### config.mk
export PLATFORM = sky130hd
export DESIGN_NAME = remote_core_boot_ctl
export DESIGN_NICKNAME = d
export VERILOG_FILES = /design/src/rtl/rcb_pkg.sv /design/src/rtl/rcb_mask_sync.sv /design/src/rtl/rcb_cfg_regs.sv /design/src/rtl/rcb_seq.sv /design/src/rtl/rcb_pend.sv /design/src/rtl/remote_core_boot_ctl.sv
export SDC_FILE = /design/constraint.sdc
export NUM_CORES = 1
export LEC_CHECK = 0
export ABC_CLOCK_PERIOD_IN_PS = 2650
export BUFFER_PORTS_ARGS = -buffer_cell sky130_fd_sc_hd__buf_2
export CAP_MARGIN = 20
export CORE_MARGIN = 5
export CORE_UTILIZATION = 35
export CTS_BUF_LIST = sky130_fd_sc_hd__clkbuf_4 sky130_fd_sc_hd__clkbuf_8
export DETAILED_ROUTE_END_ITERATION = 8
export PLACE_DENSITY = 0.58
export SYNTH_ARGS = -nofsm -noshare
export SYNTH_HDL_FRONTEND = slang
export SYNTH_HIERARCHICAL = 1
export SYNTH_SLANG_ARGS = --single-unit
### constraint.sdc
create_clock -name clk -period 2.65 [get_ports clk]
set_clock_uncertainty 0.15 [all_clocks]
set_input_delay 0.53 -clock clk [delete_from_list [all_inputs] [get_ports clk]]
set_output_delay 0.53 -clock clk [all_outputs]
set_load 0.02 [all_outputs]
### src/rtl/rcb_pkg.sv
package rcb_pkg;
  typedef enum logic [1:0] {
    SEQ_RUN  = 2'd0,
    SEQ_MIN  = 2'd1,
    SEQ_HELD = 2'd2
  } seq_state_e;

  localparam int PEND_N     = 2;
  localparam int PEND_ENTER = 0;
  localparam int PEND_LEAVE = 1;
endpackage

### src/rtl/rcb_mask_sync.sv
module rcb_mask_sync #(
  parameter int STAGES = 2
) (
  input  logic clk,
  input  logic rst,
  input  logic async_in,
  output logic sync_out
);
  generate
    if (STAGES == 0) begin : g_bypass
      assign sync_out = async_in;
    end else begin : g_chain
      logic [STAGES-1:0] ff;
      for (genvar i = 0; i < STAGES; i++) begin : g_st
        if (i == 0) begin : g_first
          always_ff @(posedge clk) begin
            if (rst) ff[i] <= 1'b0;
            else     ff[i] <= async_in;
          end
        end else begin : g_next
          always_ff @(posedge clk) begin
            if (rst) ff[i] <= 1'b0;
            else     ff[i] <= ff[i-1];
          end
        end
      end
      assign sync_out = ff[STAGES-1];
    end
  endgenerate
endmodule

### src/rtl/rcb_cfg_regs.sv
module rcb_cfg_regs #(
  parameter int BOOT_W = 2
) (
  input  logic              clk,
  input  logic              rst,
  input  logic              we,
  input  logic              hr_in,
  input  logic              hold_in,
  input  logic [BOOT_W-1:0] boot_in,
  output logic              hr_q,
  output logic              hold_q,
  output logic [BOOT_W-1:0] boot_q
);
  always_ff @(posedge clk) begin
    if (rst) begin
      hr_q   <= 1'b0;
      hold_q <= 1'b0;
      boot_q <= '0;
    end else if (we) begin
      hr_q   <= hr_in;
      hold_q <= hold_in;
      boot_q <= boot_in;
    end
  end
endmodule

### src/rtl/rcb_seq.sv
module rcb_seq
  import rcb_pkg::*;
#(
  parameter int BOOT_W   = 2,
  parameter int MIN_HOLD = 4
) (
  input  logic              clk,
  input  logic              rst,
  input  logic              req_hr,
  input  logic              req_hold,
  input  logic [BOOT_W-1:0] boot_sel,
  input  logic              mask_s,
  output logic              rst_o,
  output logic [BOOT_W-1:0] boot_o,
  output logic              enter_evt,
  output logic              leave_evt
);
  localparam int HOLD_C = (MIN_HOLD < 1) ? 1 : MIN_HOLD;
  localparam int CNT_W  = (HOLD_C < 2) ? 1 : $clog2(HOLD_C);
  localparam logic [CNT_W-1:0] CNT_LAST = CNT_W'(HOLD_C - 1);

  seq_state_e       state_q, state_d;
  logic [CNT_W-1:0] cnt_q;
  logic             min_done, release_ok;

  assign release_ok = !req_hr && !req_hold;
  assign min_done   = (state_q == SEQ_HELD) || (cnt_q == CNT_LAST);
  assign enter_evt  = (state_q == SEQ_RUN) && req_hr && !mask_s;
  assign leave_evt  = (state_q != SEQ_RUN) && min_done && release_ok;

  always_comb begin
    state_d = state_q;
    unique case (state_q)
      SEQ_RUN:  if (enter_evt) state_d = SEQ_MIN;
      SEQ_MIN:  if (leave_evt) state_d = SEQ_RUN;
                else if (min_done) state_d = SEQ_HELD;
      SEQ_HELD: if (leave_evt) state_d = SEQ_RUN;
      default:  state_d = SEQ_RUN;
    endcase
  end

  always_ff @(posedge clk) begin
    if (rst) begin
      state_q <= SEQ_RUN;
      cnt_q   <= '0;
      rst_o   <= 1'b0;
      boot_o  <= '0;
    end else begin
      state_q <= state_d;
      rst_o   <= (state_d != SEQ_RUN);
      if (enter_evt)                        cnt_q <= '0;
      else if (state_q == SEQ_MIN && !min_done) cnt_q <= cnt_q + 1'b1;
      if (leave_evt) boot_o <= boot_sel;
    end
  end
endmodule

### src/rtl/rcb_pend.sv
module rcb_pend #(
  parameter int N = 2
) (
  input  logic         clk,
  input  logic         rst,
  input  logic [N-1:0] set_evt,
  input  logic         clr_we,
  input  logic [N-1:0] clr_sel,
  output logic [N-1:0] pend
);
  for (genvar i = 0; i < N; i++) begin : g_flag
    always_ff @(posedge clk) begin
      if (rst)             pend[i] <= 1'b0;
      else if (set_evt[i]) pend[i] <= 1'b1;
      else if (clr_we && clr_sel[i]) pend[i] <= 1'b0;
    end
  end
endmodule

### src/rtl/remote_core_boot_ctl.sv
module remote_core_boot_ctl
  import rcb_pkg::*;
#(
  parameter int BOOT_W      = 2,
  parameter int MIN_HOLD    = 4,
  parameter int SYNC_STAGES = 2
) (
  input  logic              clk,
  input  logic              rst,
  input  logic              cfg_we,
  input  logic              cfg_hr,
  input  logic              cfg_hold,
  input  logic [BOOT_W-1:0] cfg_boot,
  input  logic              clr_we,
  input  logic [1:0]        clr_sel,
  input  logic              remote_mask,
  output logic              remote_rst,
  output logic [BOOT_W-1:0] remote_boot,
  output logic              pend_enter,
  output logic              pend_leave,
  output logic              irq_enter,
  output logic              irq_leave
);
  logic              mask_sync;
  logic              hr_q, hold_q;
  logic [BOOT_W-1:0] boot_q;
  logic              enter_evt, leave_evt;
  logic [PEND_N-1:0] set_vec, pend_vec;

  rcb_mask_sync #(.STAGES(SYNC_STAGES)) u_sync (
    .clk(clk), .rst(rst), .async_in(remote_mask), .sync_out(mask_sync)
  );

  rcb_cfg_regs #(.BOOT_W(BOOT_W)) u_regs (
    .clk(clk), .rst(rst), .we(cfg_we), .hr_in(cfg_hr), .hold_in(cfg_hold),
    .boot_in(cfg_boot), .hr_q(hr_q), .hold_q(hold_q), .boot_q(boot_q)
  );

  rcb_seq #(.BOOT_W(BOOT_W), .MIN_HOLD(MIN_HOLD)) u_seq (
    .clk(clk), .rst(rst), .req_hr(hr_q), .req_hold(hold_q), .boot_sel(boot_q),
    .mask_s(mask_sync), .rst_o(remote_rst), .boot_o(remote_boot),
    .enter_evt(enter_evt), .leave_evt(leave_evt)
  );

  always_comb begin
    set_vec             = '0;
    set_vec[PEND_ENTER] = enter_evt;
    set_vec[PEND_LEAVE] = leave_evt;
  end

  rcb_pend #(.N(PEND_N)) u_pend (
    .clk(clk), .rst(rst), .set_evt(set_vec), .clr_we(clr_we),
    .clr_sel(clr_sel), .pend(pend_vec)
  );

  assign pend_enter = pend_vec[PEND_ENTER];
  assign pend_leave = pend_vec[PEND_LEAVE];
  assign irq_enter  = pend_vec[PEND_ENTER];
  assign irq_leave  = pend_vec[PEND_LEAVE];
endmodule

==> key figures <==
Status
  • Outcome: completed

Setup path
  • Worst setup EP type: register
  • CP Data Arrival Time: 1640 ps
  • Worst Path Max Fanout: 7
  • Startpoint types: register
  • Critical path class: register to register
  • Crit path cell chain: nor4b_1, inv_1, a311oi_1
  • WP data required: 2700 ps
  • Crit path largest cell delay: 690 ps
  • Worst path bufs/invs: 1
  • Critical path's top delay family: simple AND/OR/NAND/NOR gates
  • Stages on worst setup path: 3
  • R2r worst-path depth: 3
  • Worst path slowest cell: nor4b_1

Die
  • Row count: 15
  • Core Region: 1690 um2
  • Die width: 51.5 um
  • Initial Util: 0.356
  • I/O pin cnt: 18
  • Die Area: 2650 um2
  • Die Span Y: 51.5 um

Detailed routing
  • Via/cell ratio: 4.65
  • Routed Antenna Nets: 0
  • Routed WL per cell: 11.1 um
  • First-pass detailed-route iteration total: 4
  • Routed Wire Length: 1050 um
  • DR iter-0 viols: 4
  • Vias: 437
  • DRC viols: 0

Power and ir drop
  • Pwr dens: 581 nW/um2
  • Flop pwr share: 0.576
  • Internal power: 0.000323 W
  • Clock power share: 0.328
  • P_leak: 0.311 nW
  • Max VDD drop: 0.000366 V
  • Sw Ratio: 0.225
  • Combinational share of power: 0.095
  • Net load switching power: 0.0000938 W

Hold path
  • Worst Hold Path Cells: 2
  • Hold Crit Class: primary input to register

Global route
  • All-Layer GR Usage: 0.0888
  • Antenna violations before repair: 0
  • First-pass GRT wire length: 1680 um
  • Largest net degree at the start of global routing: 17
  • Vias in the first global route: 380
  • Grt ovf: 0

Clock network
  • CTS Root Cell: clkbuf_4
  • Setup bufs post-CTS: 0
  • CTS max path bufs: 2
  • Post-CTS Hold Buffers: 0
  • CTS Sinks: 15
  • Worst-Skew Late Latency: 280 ps
  • H-tree levels: 1
  • Cts bufs inserted: 3
  • Post-CTS resize count: 0
  • TritonCTS clock tree: done
  • Clk slew on worst S/H paths: 90 ps

STA
  • Slew @ Worst Pin: 761 ps
  • Max Clk Rate: 0.629 GHz
  • Worst Setup Slack, final: 1060 ps
  • Fin. Hold Viols: 0
  • Slew headroom: 0.486
  • Slew Viols, Final: 0
  • RSZ-0062 raised after global routing: no
  • Setup TNS: 0 ps
  • Tmin final: 1590 ps
  • Final setup violating endpoints: 0
  • Crit share post-route: 0.600

Final layout
  • Most common cell after layout, fill and taps aside: buf_2
  • Area of the multi-input gates: 270 um2
  • Nets@finish: 90
  • FF/Latch Area: 300 um2
  • Share of post-route cells with drive strength above 1: 0.312
  • Area grow syn2layout: 19.3%
  • Commonest cells after routing, fill and taps aside: 17 x buf_2, 15 x dfxtp_1, 8 x nor2_1
  • ANT cells: 0
  • Fillers: 171
  • Final core occ: 0.425

Placement
  • RD Place Congestion: 0.783
  • Place WS: 1080 ps
  • Port bufs: 17
  • DP Wirelength: 788 um

Synth
  • Library cells used by synthesis: 22
  • Syn Area/Cell: 10.2 um2
  • Mapped Nets: 71
  • Syn Inst Count: 59
  • Syn Std Cell Area: 602 um2
  • Number of synthesis warnings: 6
  • Yosys reg bits: 15
  • Seq/Total Area, Yosys: 0.499

Flow run
  • Count of max-cap constraint violations: 0
## power groups by stage
stage / sequential [W] / clock [W] / combinational (W)
2_1_floorplan: 0.000247 / 0 / 0.0000239
3_3_place_gp: 0.000246 / 0 / 0.0000398
3_5_place_dp: 0.000246 / 0 / 0.0000400
4_1_cts: 0.000241 / 0.000148 / 0.0000402
5_1_grt: 0.000242 / 0.000155 / 0.0000449
6_report: 0.000240 / 0.000137 / 0.0000398
## metrics by stage
step | std cells | hold slack, ps | power, W | area (um2)
after detailed placement | 90 | 280 | 0.000286 | 688
after global routing | 94 | 267 | 0.000442 | 718
after floorplan | 59 | 264 | 0.000271 | 602
after CTS | 94 | 270 | 0.000428 | 718
final | 94 | 282 | 0.000417 | 718
after global placement | 90 | 269 | 0.000285 | 688
## cell type report
cell class	instances	share of cell area
sequential	15	0.418
multi-input combinational	38	0.376
timing repair buffer	17	0.118
clock buffer	4	0.0418
tap	17	0.0296
inverter	3	0.0157
## sequential cells by signal (all words and copies together) (netlist names), 2 cells and up
register,count
u_pend/pend,2
u_seq/cnt_q,2
u_seq/boot_o,2
u_seq/state_q,2
u_regs/boot_q,2
## cell families after synthesis
group / after synthesis / synth area share
flip-flops: 15 / 0.499
XOR/XNOR: 1 / 0.0146
adder cells (fa/ha/maj): 1 / 0.0208
AND/OR/NAND/NOR: 23 / 0.216
AO/OA/AOI/OAI: 6 / 0.0811
multiplexers: 7 / 0.116
buffers and inverters: 6 / 0.0520
## synth_stat cells
library cell	number	area [um2]
nand2b_1	5	31.3
nor2b_1	2	12.5
or2_2	1	6.26
inv_1	3	11.3
a21boi_2	1	11.3
a211oi_1	1	7.51
buf_4	2	15.0
a311oi_1	2	17.5
mux2i_1	7	70.1
nor3_1	2	10.0
a21oi_1	1	5.00
clkbuf_2	1	5.00
nor3b_2	1	12.5
nor4b_1	1	8.76
xnor2_1	1	8.76
ha_1	1	12.5
o21bai_1	1	7.51
nor2_1	8	30.0
nand2_1	1	3.75
nand3b_1	1	7.51
dfxtp_1	15	300
nor3b_1	1	7.51
## path summary, 6_finish.rpt
kind / start / end / slack [ps]
worst max-delay path: u_seq/state_q[0] / u_pend/pend[0] / 1060
worst min-delay path: clr_sel[0] / u_pend/pend[0] / 280
worst max register to register: u_seq/state_q[0] / u_pend/pend[0] / 1060
worst min register to register: u_sync/g_chain.ff[0] / u_sync/sync_out / 300
## routing by layer
layer / vias up / wire (um) / GRT usage
li1: 234 / - / -
met1: 184 / 505 / 0.111
met2: 17 / 411 / 0.121
met3: 2 / 114 / 0.0525
met4: 0 / 17 / 0.0393
met5: - / 0 / 0
Power figures use the tool's default switching activity.
